## src/rtl/trap_seq_pkg.sv

```systemverilog
package trap_seq_pkg;
    localparam int FB_IE   = 16;
    localparam int FB_UM   = 17;
    localparam int FB_STOP = 19;

    typedef enum logic [2:0] {
        ST_IDLE, ST_ENTER, ST_VECTOR, ST_RETURN, ST_SLEEP, ST_HALT
    } seq_state_e;

    typedef enum logic [2:0] {
        CZ_NONE, CZ_IRQ, CZ_FAULT, CZ_SOFT, CZ_SCALL, CZ_RET, CZ_STOP
    } cause_e;
endpackage

```

## src/rtl/trap_cause_arb.sv

```systemverilog
module trap_cause_arb
    import trap_seq_pkg::*;
#(
    parameter int VEC_W     = 8,
    parameter int SCALL_VEC = 5,
    parameter int FAULT_VEC = 6
) (
    input  logic             at_boundary,
    input  logic             irq_req,
    input  logic [VEC_W-1:0] irq_vec,
    input  logic             op_int,
    input  logic             op_scall,
    input  logic             op_iret,
    input  logic [VEC_W-1:0] op_vec,
    input  logic             flg_ie,
    input  logic             flg_um,
    input  logic             flg_stop,
    output cause_e           cause,
    output logic [VEC_W-1:0] vec
);
    localparam logic [VEC_W-1:0] SC_V = VEC_W'(SCALL_VEC);
    localparam logic [VEC_W-1:0] FT_V = VEC_W'(FAULT_VEC);

    always_comb begin
        cause = CZ_NONE;
        vec   = '0;
        if (at_boundary) begin
            if (irq_req && flg_ie) begin
                cause = CZ_IRQ;
                vec   = irq_vec;
            end else if ((op_int || op_iret) && flg_um) begin
                cause = CZ_FAULT;
                vec   = FT_V;
            end else if (op_int) begin
                cause = CZ_SOFT;
                vec   = op_vec;
            end else if (op_scall) begin
                cause = CZ_SCALL;
                vec   = SC_V;
            end else if (op_iret) begin
                cause = CZ_RET;
            end else if (flg_stop) begin
                cause = CZ_STOP;
            end
        end
    end
endmodule

```

## src/rtl/trap_ctx_reg.sv

```systemverilog
module trap_ctx_reg
    import trap_seq_pkg::*;
#(
    parameter int XLEN  = 32,
    parameter int VEC_W = 8
) (
    input  logic             clk,
    input  logic             rst_n,
    input  logic             cap,
    input  logic [XLEN-1:0]  in_ip,
    input  logic [XLEN-1:0]  in_sp,
    input  logic [XLEN-1:0]  in_flg,
    input  logic [VEC_W-1:0] in_vec,
    output logic [XLEN-1:0]  ctx_ip,
    output logic [XLEN-1:0]  ctx_sp,
    output logic [XLEN-1:0]  ctx_flg,
    output logic [VEC_W-1:0] ctx_vec
);
    localparam logic [XLEN-1:0] STOP_M = XLEN'(1) << FB_STOP;

    always_ff @(posedge clk or negedge rst_n) begin
        if (!rst_n) begin
            ctx_ip  <= '0;
            ctx_sp  <= '0;
            ctx_flg <= '0;
            ctx_vec <= '0;
        end else if (cap) begin
            ctx_ip  <= in_ip;
            ctx_sp  <= in_sp;
            ctx_flg <= in_flg & ~STOP_M;
            ctx_vec <= in_vec;
        end
    end
endmodule

```

## src/rtl/trap_seq.sv

```systemverilog
module trap_seq
    import trap_seq_pkg::*;
#(
    parameter int XLEN      = 32,
    parameter int VEC_W     = 8,
    parameter int SCALL_VEC = 5,
    parameter int FAULT_VEC = 6
) (
    input  logic             clk,
    input  logic             rst_n,
    input  logic             at_boundary,
    input  logic             irq_req,
    input  logic [VEC_W-1:0] irq_vec,
    input  logic             op_int,
    input  logic             op_scall,
    input  logic             op_iret,
    input  logic [VEC_W-1:0] op_vec,
    input  logic [XLEN-1:0]  cur_ip,
    input  logic [XLEN-1:0]  cur_sp,
    input  logic [XLEN-1:0]  cur_flg,
    input  logic [XLEN-1:0]  cs0_in,
    input  logic [XLEN-1:0]  cs1_in,
    input  logic [XLEN-1:0]  cs2_in,
    input  logic [XLEN-1:0]  idt_data,
    output logic             idt_rd,
    output logic [VEC_W-1:0] idt_idx,
    output logic             cs_save,
    output logic [XLEN-1:0]  sv_ip,
    output logic [XLEN-1:0]  sv_sp,
    output logic [XLEN-1:0]  sv_flg,
    output logic             cs_restore,
    output logic             ld_en,
    output logic [XLEN-1:0]  new_ip,
    output logic [XLEN-1:0]  new_sp,
    output logic [XLEN-1:0]  new_flg,
    output logic             busy,
    output logic             clk_en
);
    localparam logic [XLEN-1:0] ENTRY_CLR =
        (XLEN'(1) << FB_IE) | (XLEN'(1) << FB_UM) | (XLEN'(1) << FB_STOP);

    seq_state_e       state, nxt;
    cause_e           cause;
    logic [VEC_W-1:0] arb_vec, cap_vec;
    logic             cap;
    logic [XLEN-1:0]  ctx_ip, ctx_sp, ctx_flg;
    logic [VEC_W-1:0] ctx_vec;

    trap_cause_arb #(
        .VEC_W(VEC_W), .SCALL_VEC(SCALL_VEC), .FAULT_VEC(FAULT_VEC)
    ) u_arb (
        .at_boundary(at_boundary),
        .irq_req    (irq_req),
        .irq_vec    (irq_vec),
        .op_int     (op_int),
        .op_scall   (op_scall),
        .op_iret    (op_iret),
        .op_vec     (op_vec),
        .flg_ie     (cur_flg[FB_IE]),
        .flg_um     (cur_flg[FB_UM]),
        .flg_stop   (cur_flg[FB_STOP]),
        .cause      (cause),
        .vec        (arb_vec)
    );

    assign cap     = (nxt == ST_ENTER);
    assign cap_vec = (state == ST_SLEEP) ? irq_vec : arb_vec;

    trap_ctx_reg #(.XLEN(XLEN), .VEC_W(VEC_W)) u_ctx (
        .clk    (clk),
        .rst_n  (rst_n),
        .cap    (cap),
        .in_ip  (cur_ip),
        .in_sp  (cur_sp),
        .in_flg (cur_flg),
        .in_vec (cap_vec),
        .ctx_ip (ctx_ip),
        .ctx_sp (ctx_sp),
        .ctx_flg(ctx_flg),
        .ctx_vec(ctx_vec)
    );

    always_ff @(posedge clk or negedge rst_n) begin
        if (!rst_n) state <= ST_IDLE;
        else        state <= nxt;
    end

    always_comb begin
        nxt = state;
        unique case (state)
            ST_IDLE: begin
                unique case (cause)
                    CZ_IRQ, CZ_FAULT, CZ_SOFT, CZ_SCALL: nxt = ST_ENTER;
                    CZ_RET:  nxt = ST_RETURN;
                    CZ_STOP: nxt = cur_flg[FB_IE] ? ST_SLEEP : ST_HALT;
                    default: nxt = ST_IDLE;
                endcase
            end
            ST_ENTER:  nxt = ST_VECTOR;
            ST_VECTOR: nxt = ST_IDLE;
            ST_RETURN: nxt = ST_IDLE;
            ST_SLEEP:  nxt = irq_req ? ST_ENTER : ST_SLEEP;
            ST_HALT:   nxt = ST_HALT;
            default:   nxt = ST_IDLE;
        endcase
    end

    always_comb begin
        idt_rd     = 1'b0;
        idt_idx    = '0;
        cs_save    = 1'b0;
        sv_ip      = '0;
        sv_sp      = '0;
        sv_flg     = '0;
        cs_restore = 1'b0;
        ld_en      = 1'b0;
        new_ip     = '0;
        new_sp     = '0;
        new_flg    = '0;
        busy       = 1'b0;
        clk_en     = 1'b1;
        unique case (state)
            ST_ENTER: begin
                busy    = 1'b1;
                cs_save = 1'b1;
                sv_ip   = ctx_ip;
                sv_sp   = ctx_sp;
                sv_flg  = ctx_flg;
                idt_rd  = 1'b1;
                idt_idx = ctx_vec;
            end
            ST_VECTOR: begin
                busy    = 1'b1;
                ld_en   = 1'b1;
                new_ip  = idt_data;
                new_sp  = ctx_sp;
                new_flg = ctx_flg & ~ENTRY_CLR;
            end
            ST_RETURN: begin
                busy       = 1'b1;
                ld_en      = 1'b1;
                cs_restore = 1'b1;
                new_ip     = cs0_in;
                new_sp     = cs1_in;
                new_flg    = cs2_in;
            end
            ST_SLEEP, ST_HALT: clk_en = 1'b0;
            default: ;
        endcase
    end


    save_then_load_chk: assert property (@(posedge clk) disable iff (!rst_n)
        cs_save |=> (ld_en && !cs_restore));


    entry_flags_chk: assert property (@(posedge clk) disable iff (!rst_n)
        (ld_en && !cs_restore) |-> (!new_flg[FB_IE] && !new_flg[FB_UM] && !new_flg[FB_STOP]));


    saved_stop_clear_chk: assert property (@(posedge clk) disable iff (!rst_n)
        cs_save |-> !sv_flg[FB_STOP]);


    strobe_excl_chk: assert property (@(posedge clk) disable iff (!rst_n)
        $onehot0({cs_save, ld_en}));


    busy_clock_chk: assert property (@(posedge clk) disable iff (!rst_n)
        busy |-> clk_en);


    halt_sticky_chk: assert property (@(posedge clk) disable iff (!rst_n)
        (state == ST_HALT) |=> (state == ST_HALT && !clk_en));


    sleep_wake_chk: assert property (@(posedge clk) disable iff (!rst_n)
        (state == ST_SLEEP && irq_req) |=> cs_save);
endmodule

```

## config.mk

```make
export PLATFORM = sky130hd
export DESIGN_NAME = trap_seq
export DESIGN_NICKNAME = d
export VERILOG_FILES = /design/src/rtl/trap_seq_pkg.sv /design/src/rtl/trap_cause_arb.sv /design/src/rtl/trap_ctx_reg.sv /design/src/rtl/trap_seq.sv
export SDC_FILE = /design/constraint.sdc
export NUM_CORES = 1
export LEC_CHECK = 0
export BUFFER_PORTS_ARGS = -buffer_cell sky130_fd_sc_hd__buf_2
export CAP_MARGIN = 5
export CORE_AREA = 4 4 172 174
export DETAILED_ROUTE_END_ITERATION = 12
export DIE_AREA = 0 0 176 178
export GPL_TIMING_DRIVEN = 0
export PLACE_DENSITY = 0.6
export SETUP_SLACK_MARGIN = 0.4
export SYNTH_ARGS = -nofsm -noshare
export SYNTH_HDL_FRONTEND = slang
export SYNTH_SLANG_ARGS = --single-unit
```

## constraint.sdc

```tcl
create_clock -name clk -period 5.3 [get_ports clk]
set_clock_uncertainty 0.1 [all_clocks]
set_input_delay 1.06 -clock clk [delete_from_list [all_inputs] [get_ports clk]]
set_output_delay 1.06 -clock clk [all_outputs]
set_load 0.05 [all_outputs]
```

==> results by stage, run 1 <==
Timing:
- The worst path in the final design needs a cycle of 4317 ps, including I/O delays and setup.
- The number of setup violations in the final report is 0.
- Summed over all failing endpoints, the final setup total negative slack is 0 ps.
- The final worst-path cycle share is 81.46%.
- The final count of pins violating max slew is 0.
- Setup repair after global routing left no endpoint under its margin.
- The relative max-transition margin is 24.43%.
- The count of final hold-check violations is 0.
- Based on the critical path, the design can be clocked at up to 231.6 MHz.
- The slew at the pin with the worst max-slew slack is 1134 ps.

Die:
- Once the floorplan was initialized, standard cells occupied 24.09% of the core.
- After floorplanning, the core was divided into 61 placement rows.
- The die is 176 um wide.
- The die covers 31,330 um^2.
- The number of primary I/O pins is 453.
- The overall die height is 178 um.
- The placeable core region is 27,780 um^2.

Power and ir drop:
- Dividing total power by cell area gives a power density of 555.1 nW/um^2.
- The maximum resistive drop on vdd is 0.0002444 V.
- The design draws 5.405 mW.
- The standby leakage power is 5.625 nW.

GRT:
- Entering global routing, the biggest net connects 59 pins.
- The initial antenna violation count is 2.
- The via count of the first global-routing pass is 6,680.
- The all-layer global routing usage is 16.70%.
- The first global-routing pass estimated 40.32 mm of wire.
- Global routing finished with a remaining overflow of 0.

Worst setup path:
- The worst endpoint data arrival time is 3160 ps.
- The number of cells on the worst reg-to-reg path is 4.
- The setup check on the worst reg-to-reg path leaves a slack of 2880 ps.
- The worst register-to-register path begins at state[0].
- The capture point of the worst reg-to-reg path is state[1].
- The type of the worst setup path is flip-flop to output port.
- In this run the worst path has a maximum fanout of 10.
- The category of the worst setup path launch point is a flip-flop.
- STA puts the critical path data required time at 4140 ps.
- STA classifies the critical path endpoint as an output port.

Clock network:
- The clock insertion delay at the later pin of the skew report is 340 ps.
- TritonCTS built the clock tree.
- Clock tree synthesis selected as its root buffer the cell sky130_fd_sc_hd__clkbuf_16.
- The count of clock tree sinks is 106.
- The number of hold buffers added after CTS is 0.
- Buffers inserted during clock tree synthesis total 9.
- The clock transition at the registers of the reported paths is 70 ps.
- The largest buffer count on any clock path is 2.
- The number of setup buffers added after CTS is 0.
- The number of resized instances in the post-cts repair step is 0.
- The level count of the clock H-tree is 3.

Synthesis:
- The synthesized design devotes to its leading area cell type 39.63% of total area.
- The synthesized netlist devotes 17.57% of its cell area to simple gates.
- The cell taking the most area after synthesis is sky130_fd_sc_hd__dfrtp_1.
- Of all flip-flops after synthesis, the portion carrying an async set or reset was 100.0%.
- The main combinational cell family by area after synthesis is multiplexers.
- The synthesized netlist devotes 0% of its cell area to adder and majority cells.
- Multiplexer cells account for 35.17% of the synthesized area.
- Yosys printed 0 warnings.
- The cell area that synthesis handed to floorplanning was 6693 um^2.
- The xor-xnor portion of the synthesized cell area is 0%.
- The count of unique library cells instantiated by Yosys is 34.
- The number of enable-type register cells in the synthesized netlist is 0.
- The synthesized netlist devotes 2.860% of its cell area to compound gates.
- The register area share after synthesis is 39.63%.
- The synthesized area per cell is 10.74 um^2.
- The net count after synthesis is 870.
- For this run, the leading register cell type out of synthesis is sky130_fd_sc_hd__dfrtp_1.
- The number of standard cells after synthesis is 623.
- Sorting the synthesized cells by area gives the leading types as sky130_fd_sc_hd__dfrtp_1 (40%), sky130_fd_sc_hd__mux2_4 (16%), sky130_fd_sc_hd__mux2i_1 (14%).
- The number of synthesized register bits is 106.

Run:
- The tool flagged a number of max-cap violations equal to 0.

Final layout:
- Leaving out fill and tap cells, the most frequent cell in the layout is sky130_fd_sc_hd__buf_2.
- The area growth from synthesis to layout is 45.49%.
- The final net count is 1,333.
- The library cells used most frequently in the layout, excluding fill and tap cells, are sky130_fd_sc_hd__buf_2 (459), sky130_fd_sc_hd__and3_1 (106), sky130_fd_sc_hd__dfrtp_1 (106), sky130_fd_sc_hd__nor2_1 (98), sky130_fd_sc_hd__mux2i_1 (93).
- Registers take 2653 um^2.
- The antenna diode count is 0.
- In the final layout, the multi-input gates occupy 3725 um^2.
- The number of filler instances in the final layout is 2,967.
- The share of layout cells above drive strength 1 is 54.35%.

Hold path:
- The path with the worst hold slack has its endpoint at u_ctx.ctx_vec[1].
- The path category of the worst min-delay check is flip-flop to flip-flop.
- The startpoint identified for the worst hold timing path is u_ctx.ctx_vec[1].
- Counting instances, the worst hold path has a depth of 1.

Placement:
- Detailed placement ended at an HPWL of 22.33 mm.
- The count of buffers added on input and output ports is 451.
- The global placer's final weighted congestion is 0.8731.

Route:
- Wires add up to 27.92 mm.
- Across all layers, the routed design uses 6,594 vias.
- The first detailed-routing pass took 5 iterations.
- The iteration-0 DRC count of the detailed router is 255.
- Dividing the detail-routed via count by the number of cells gives 4.489.
- Once detail routing completed, the nets flagged for antenna violations numbered 0.
- The detail-routed net length per standard cell is 19.00 um.
- The residual DRC count is 0.

Run status:
- The run finished with clean final reports.
[cell type report]
type	count	area share, %
inverters	3	0.1157
clock inverters	5	0.3855
plain buffers	60	3.123
multi-input cells	454	38.25
well taps	378	4.857
flip-flops and latches	106	27.24
repair buffers	452	23.53
clock buffers	11	2.493
[synth_stat cells (2+ instances only)]
cell type                    n
sky130_fd_sc_hd__and3_1    106
sky130_fd_sc_hd__clkbuf_1   38
sky130_fd_sc_hd__mux2_4     70
sky130_fd_sc_hd__nor2b_1     2
sky130_fd_sc_hd__nand4_1     5
sky130_fd_sc_hd__buf_1       3
sky130_fd_sc_hd__buf_2       9
sky130_fd_sc_hd__buf_4       2
sky130_fd_sc_hd__o21ai_0    10
sky130_fd_sc_hd__inv_1       3
sky130_fd_sc_hd__and2_1      3
sky130_fd_sc_hd__nand2b_1    2
sky130_fd_sc_hd__a21oi_1    10
sky130_fd_sc_hd__nand2_1     5
sky130_fd_sc_hd__a211o_1     2
sky130_fd_sc_hd__a211oi_1    2
sky130_fd_sc_hd__dfrtp_1   106
sky130_fd_sc_hd__mux2_2     33
sky130_fd_sc_hd__buf_6       8
sky130_fd_sc_hd__nor2_1     98
sky130_fd_sc_hd__mux2i_1    93
[how the worst max path moves through the flow]
stage                   to     start  cells after the start
2_1_floorplan  new_flg[10]  state[0]                      5
3_3_place_gp     sv_sp[27]  state[1]                      6
3_5_place_dp     sv_sp[27]  state[1]                      6
4_1_cts          sv_sp[27]  state[1]                      6
5_1_grt          sv_sp[27]  state[1]                      6
6_report         sv_sp[26]  state[1]                      6
[report_power, final]
| group | leakage [nW] | internal (mW) | total (mW) | switching [mW] |
|---|---|---|---|---|
| Sequential | 1.26 | 1.21 | 1.49 | 0.282 |
| Combinational | 4.23 | 1.15 | 3.26 | 2.11 |
| Clock | 0.133 | 0.335 | 0.655 | 0.319 |
[worst max-delay path, cell delays in order (launching register included)]
cell                       delay [ps]
sky130_fd_sc_hd__dfrtp_1          360
sky130_fd_sc_hd__clkbuf_1         180
sky130_fd_sc_hd__nor2_1           560
sky130_fd_sc_hd__clkbuf_1         650
sky130_fd_sc_hd__clkbuf_1         520
sky130_fd_sc_hd__and3_1           270
sky130_fd_sc_hd__buf_2            270
[flip-flops by register name (all words and copies together), names as in the netlist]
signal and cells:
u_ctx.ctx_flg 31, u_ctx.ctx_ip 32, u_ctx.ctx_vec 8, state 3, u_ctx.ctx_sp 32
[layer usage]
metal	global-route usage, %	wire length, um	up-vias
met4	3.216	348	2
met1	21.60	11750	3170
met2	28.87	13810	278
met5	0	7	-
met3	3.858	2000	25
li1	-	-	3119
[stage by stage]
| stage | hold slack [ps] | area [um^2] | instances | util [%] | setup slack (ps) |
|---|---|---|---|---|---|
| finish | 402.8 | 9737 | 1469 | 35.05 | 982.5 |
| CTS | 405.9 | 9737 | 1469 | 35.05 | 824.9 |
| global route | 414.9 | 9737 | 1469 | 35.05 | 758.9 |
| floorplan | 371.1 | 6693 | 623 | - | 2225 |
| detailed placement | 386.4 | 9457 | 1453 | 34.04 | 1235 |
| global placement | 383.0 | 9423 | 1452 | 33.92 | 1187 |
[logic make-up (layout without fill, tap and decap cells)]
| family | after synthesis | count (layout) |
|---|---|---|
| AOI/OAI and AO/OA | 30 | 30 |
| buffers and inverters | 63 | 531 |
| DFF | 106 | 106 |
| muxes | 196 | 196 |
| other | 1 | 1 |
| and+or+nand+nor | 227 | 227 |
(Power assumes the default switching activity.)
==> run 2, diff against run 1 <==
--- a/config.mk
+++ b/config.mk
@@ -7,11 +7,11 @@
 export LEC_CHECK = 0
 export BUFFER_PORTS_ARGS = -buffer_cell sky130_fd_sc_hd__buf_2
 export CAP_MARGIN = 5
-export CORE_AREA = 4 4 172 174
+export CORE_AREA = 4 4 173 175
 export DETAILED_ROUTE_END_ITERATION = 12
-export DIE_AREA = 0 0 176 178
+export DIE_AREA = 0 0 177 179
 export GPL_TIMING_DRIVEN = 0
-export PLACE_DENSITY = 0.6
+export PLACE_DENSITY = 0.59
 export SETUP_SLACK_MARGIN = 0.4
 export SYNTH_ARGS = -nofsm -noshare
 export SYNTH_HDL_FRONTEND = slang
==> constraint.sdc (replaced) <==
create_clock -name clk -period 4.2 [get_ports clk]
set_clock_uncertainty 0.1 [all_clocks]
set_input_delay 0.84 -clock clk [delete_from_list [all_inputs] [get_ports clk]]
set_output_delay 0.84 -clock clk [all_outputs]
set_load 0.05 [all_outputs]
==> results by stage, run 2 (same netlist as run 1, synthesis figures left out) <==
Route:
- The detailed-router iteration count before antenna repair is 4.
- The post-route antenna net violation count is 0.
- After detailed routing, the average wire length per cell comes to 19.17 um.
- Across all layers, the routed design uses 6,518 vias.
- The routed wire length is 28.26 mm.
- The iteration-0 DRC count of the detailed router is 226.
- Dividing the detail-routed via count by the number of cells gives 4.422.
- The residual DRC count is 0.

Worst setup path:
- The worst endpoint data arrival time is 2630 ps.
- The kind of end point of the critical path is an output port.
- STA classifies the critical path startpoint as a flip-flop.
- The worst setup path is of the flip-flop to output port kind.
- The required time of the critical path is 3260 ps.
- The slowest stage of the critical path belongs to the cell sky130_fd_sc_hd__nor2_2.
- On the worst path, the slowest cell contributes a delay of 410 ps.
- Of all nets on the critical path, the largest fanout is 10.
- The cell that appears most often on the critical path is sky130_fd_sc_hd__clkbuf_1.
- The critical path goes through clkbuf_1, nor2_2, clkbuf_4, clkbuf_1, and3_1, buf_2.

Placement:
- The detailed placement HPWL is 22.47 mm.
- The pre-CTS setup slack is 252.1 ps.
- The post-placement cell count is 1,459.
- The global placer's final weighted congestion is 0.8729.
- The number of port buffers is 451.
- After detailed placement, the total cell area comes to 9464 um^2.

Timing:
- The maximum clock frequency is 279.7 MHz.
- The post-layout minimum cycle time is 3575 ps.
- The final count of pins violating max slew is 0.
- Measured against its own limit, the worst slew margin works out to 45.62%.
- The final worst-path cycle share is 85.12%.
- The sum of negative setup slack is 0 ps.
- Across all hold checks on the routed design, the worst slack comes to 300.9 ps.
- At the pin with the least slew margin, the transition time is 815.7 ps.
- Setup violations remaining at the end of the flow were counted as 0.
- The count of final hold-check violations came to 0.
- The final setup slack of the worst path is 625.1 ps.
- Setup repair after global routing left no endpoint under its margin.

Clock network:
- The level count of the clock H-tree is 3.
- The clock transition at the registers of the reported paths is 80 ps.
- The clock insertion delay at the later pin of the skew report is 350 ps.
- The root buffer selected by CTS is sky130_fd_sc_hd__clkbuf_16.
- The largest buffer count on any clock path is 2.
- Clock tree synthesis inserted a total of 9 buffers.
- TritonCTS built the clock tree.
- The number of hold buffers added after CTS was 0.
- For this design, the sink count on the clock tree is 106.

Die:
- The die is 177 um wide.
- 453 I/O pins were placed.
- Row generation in the floorplan step produced 62 rows.
- The overall die height is 179 um.
- The placeable core region is 28,470 um^2.
- The effective utilization at floorplan is 23.51%.
- The die covers 31,680 um^2.

Final layout:
- The final layout contains 1,333 nets.
- The layout overhead on the synthesized area is 45.67%.
- The final cell area excluding filler cells is 9749 um^2.
- After the flow finishes, the layout carries non-filler instances totaling 1,474.
- The most common cell after layout, fill and taps aside is sky130_fd_sc_hd__buf_2.
- Cells with a size suffix above 1 make up 55.05% of the layout.
- Cells fill 34.24% of the core in the end.
- The antenna diode count is 0.
- In the layout the commonest cells are sky130_fd_sc_hd__buf_2 (459), sky130_fd_sc_hd__and3_1 (106), sky130_fd_sc_hd__dfrtp_1 (106), sky130_fd_sc_hd__nor2_1 (97), sky130_fd_sc_hd__mux2i_1 (93).
- The largest registers in the layout are u_ctx.ctx_ip: 32 flops, u_ctx.ctx_sp: 32 flops, u_ctx.ctx_flg: 31 flops.

Run:
- Max-cap violations in this run came to 0.

GRT:
- The total overflow left after global routing is 0.
- The via count of the first global-routing pass is 6,730.
- The maximum number of pins on one net before global-route repair is 56.
- Global routing used 16.67% of the available tracks.
- The initial antenna violation count came to 2.
- The first global-routing pass estimated 40.43 mm of wire.

Run status:
- The flow ran to the end, and the final reports show no timing, DRC or antenna violations.

Power and ir drop:
- The standby leakage power is 5.645 nW.
- For this design the ratio of total power to cell area is 701.8 nW/um^2.
- The maximum resistive drop on vdd is 0.0002944 V.
- The total power consumption of the routed design is 6.842 mW.

Hold path:
- The min-delay analysis places its worst path in the category primary input to async pin.
==> run 2: cell types whose count changed in the layout (fill, tap and decap cells not counted), sizes merged <==
cell      before  now
clkbuf        49   47
clkinvlp       2    1
inv            5    7
==> run 2: critical path: cells and delay by family, from the launching register on <==
kind	cells	cell delay (ps)
and+or+nand+nor	2	680
buffers and inverters	4	1230
DFF	1	360
==> run 2: power breakdown <==
| group | switching, mW | leakage (nW) | internal [mW] | total, mW |
|---|---|---|---|---|
| logic | 2.69 | 4.25 | 1.45 | 4.14 |
| registers | 0.356 | 1.26 | 1.52 | 1.88 |
| clock network | 0.414 | 0.133 | 0.408 | 0.822 |
| total | 3.46 | 5.64 | 3.39 | 6.84 |
==> run 2: timing repair <==
item | CTS | global route
hold endpoints to repair | 0 | 0
resized for setup | 6 | 4
buffers inserted | 0 | 0
setup endpoints to repair | 143 | 13
==> run 2: worst paths after layout <==
check                            startpoint               end  slack [ps]  depth (start not counted)
max in group asynchronous             rst_n          state[2]        3000                          2
min                                   rst_n  u_ctx.ctx_sp[17]         300                          1
max                                state[1]          sv_sp[6]         630                          6
max reg2reg                        state[2]  u_ctx.ctx_vec[1]        1920                          6
min in group clk           u_ctx.ctx_ip[28]  u_ctx.ctx_ip[28]         400                          1
min reg2reg                u_ctx.ctx_ip[28]  u_ctx.ctx_ip[28]         400                          1
==> run 2: cell type report <==
class	instances	area, um^2
Fill cell	2959	18720
Multi-Input combinational cell	454	3727
Sequential cell	106	2653
Timing Repair Buffer	452	2291
Tap cell	384	480.5
Buffer	60	314.1
Clock buffer	9	225.2
Clock inverter	6	47.55
Inverter	3	11.26
==> run 2: per-layer routing <==
layer	routed length, um	vias up	global-route usage [%]
met5	21	-	0
met4	597	4	4.610
met2	13640	276	28.32
met3	2046	34	4.407
met1	11950	3097	20.99
li1	-	3107	-
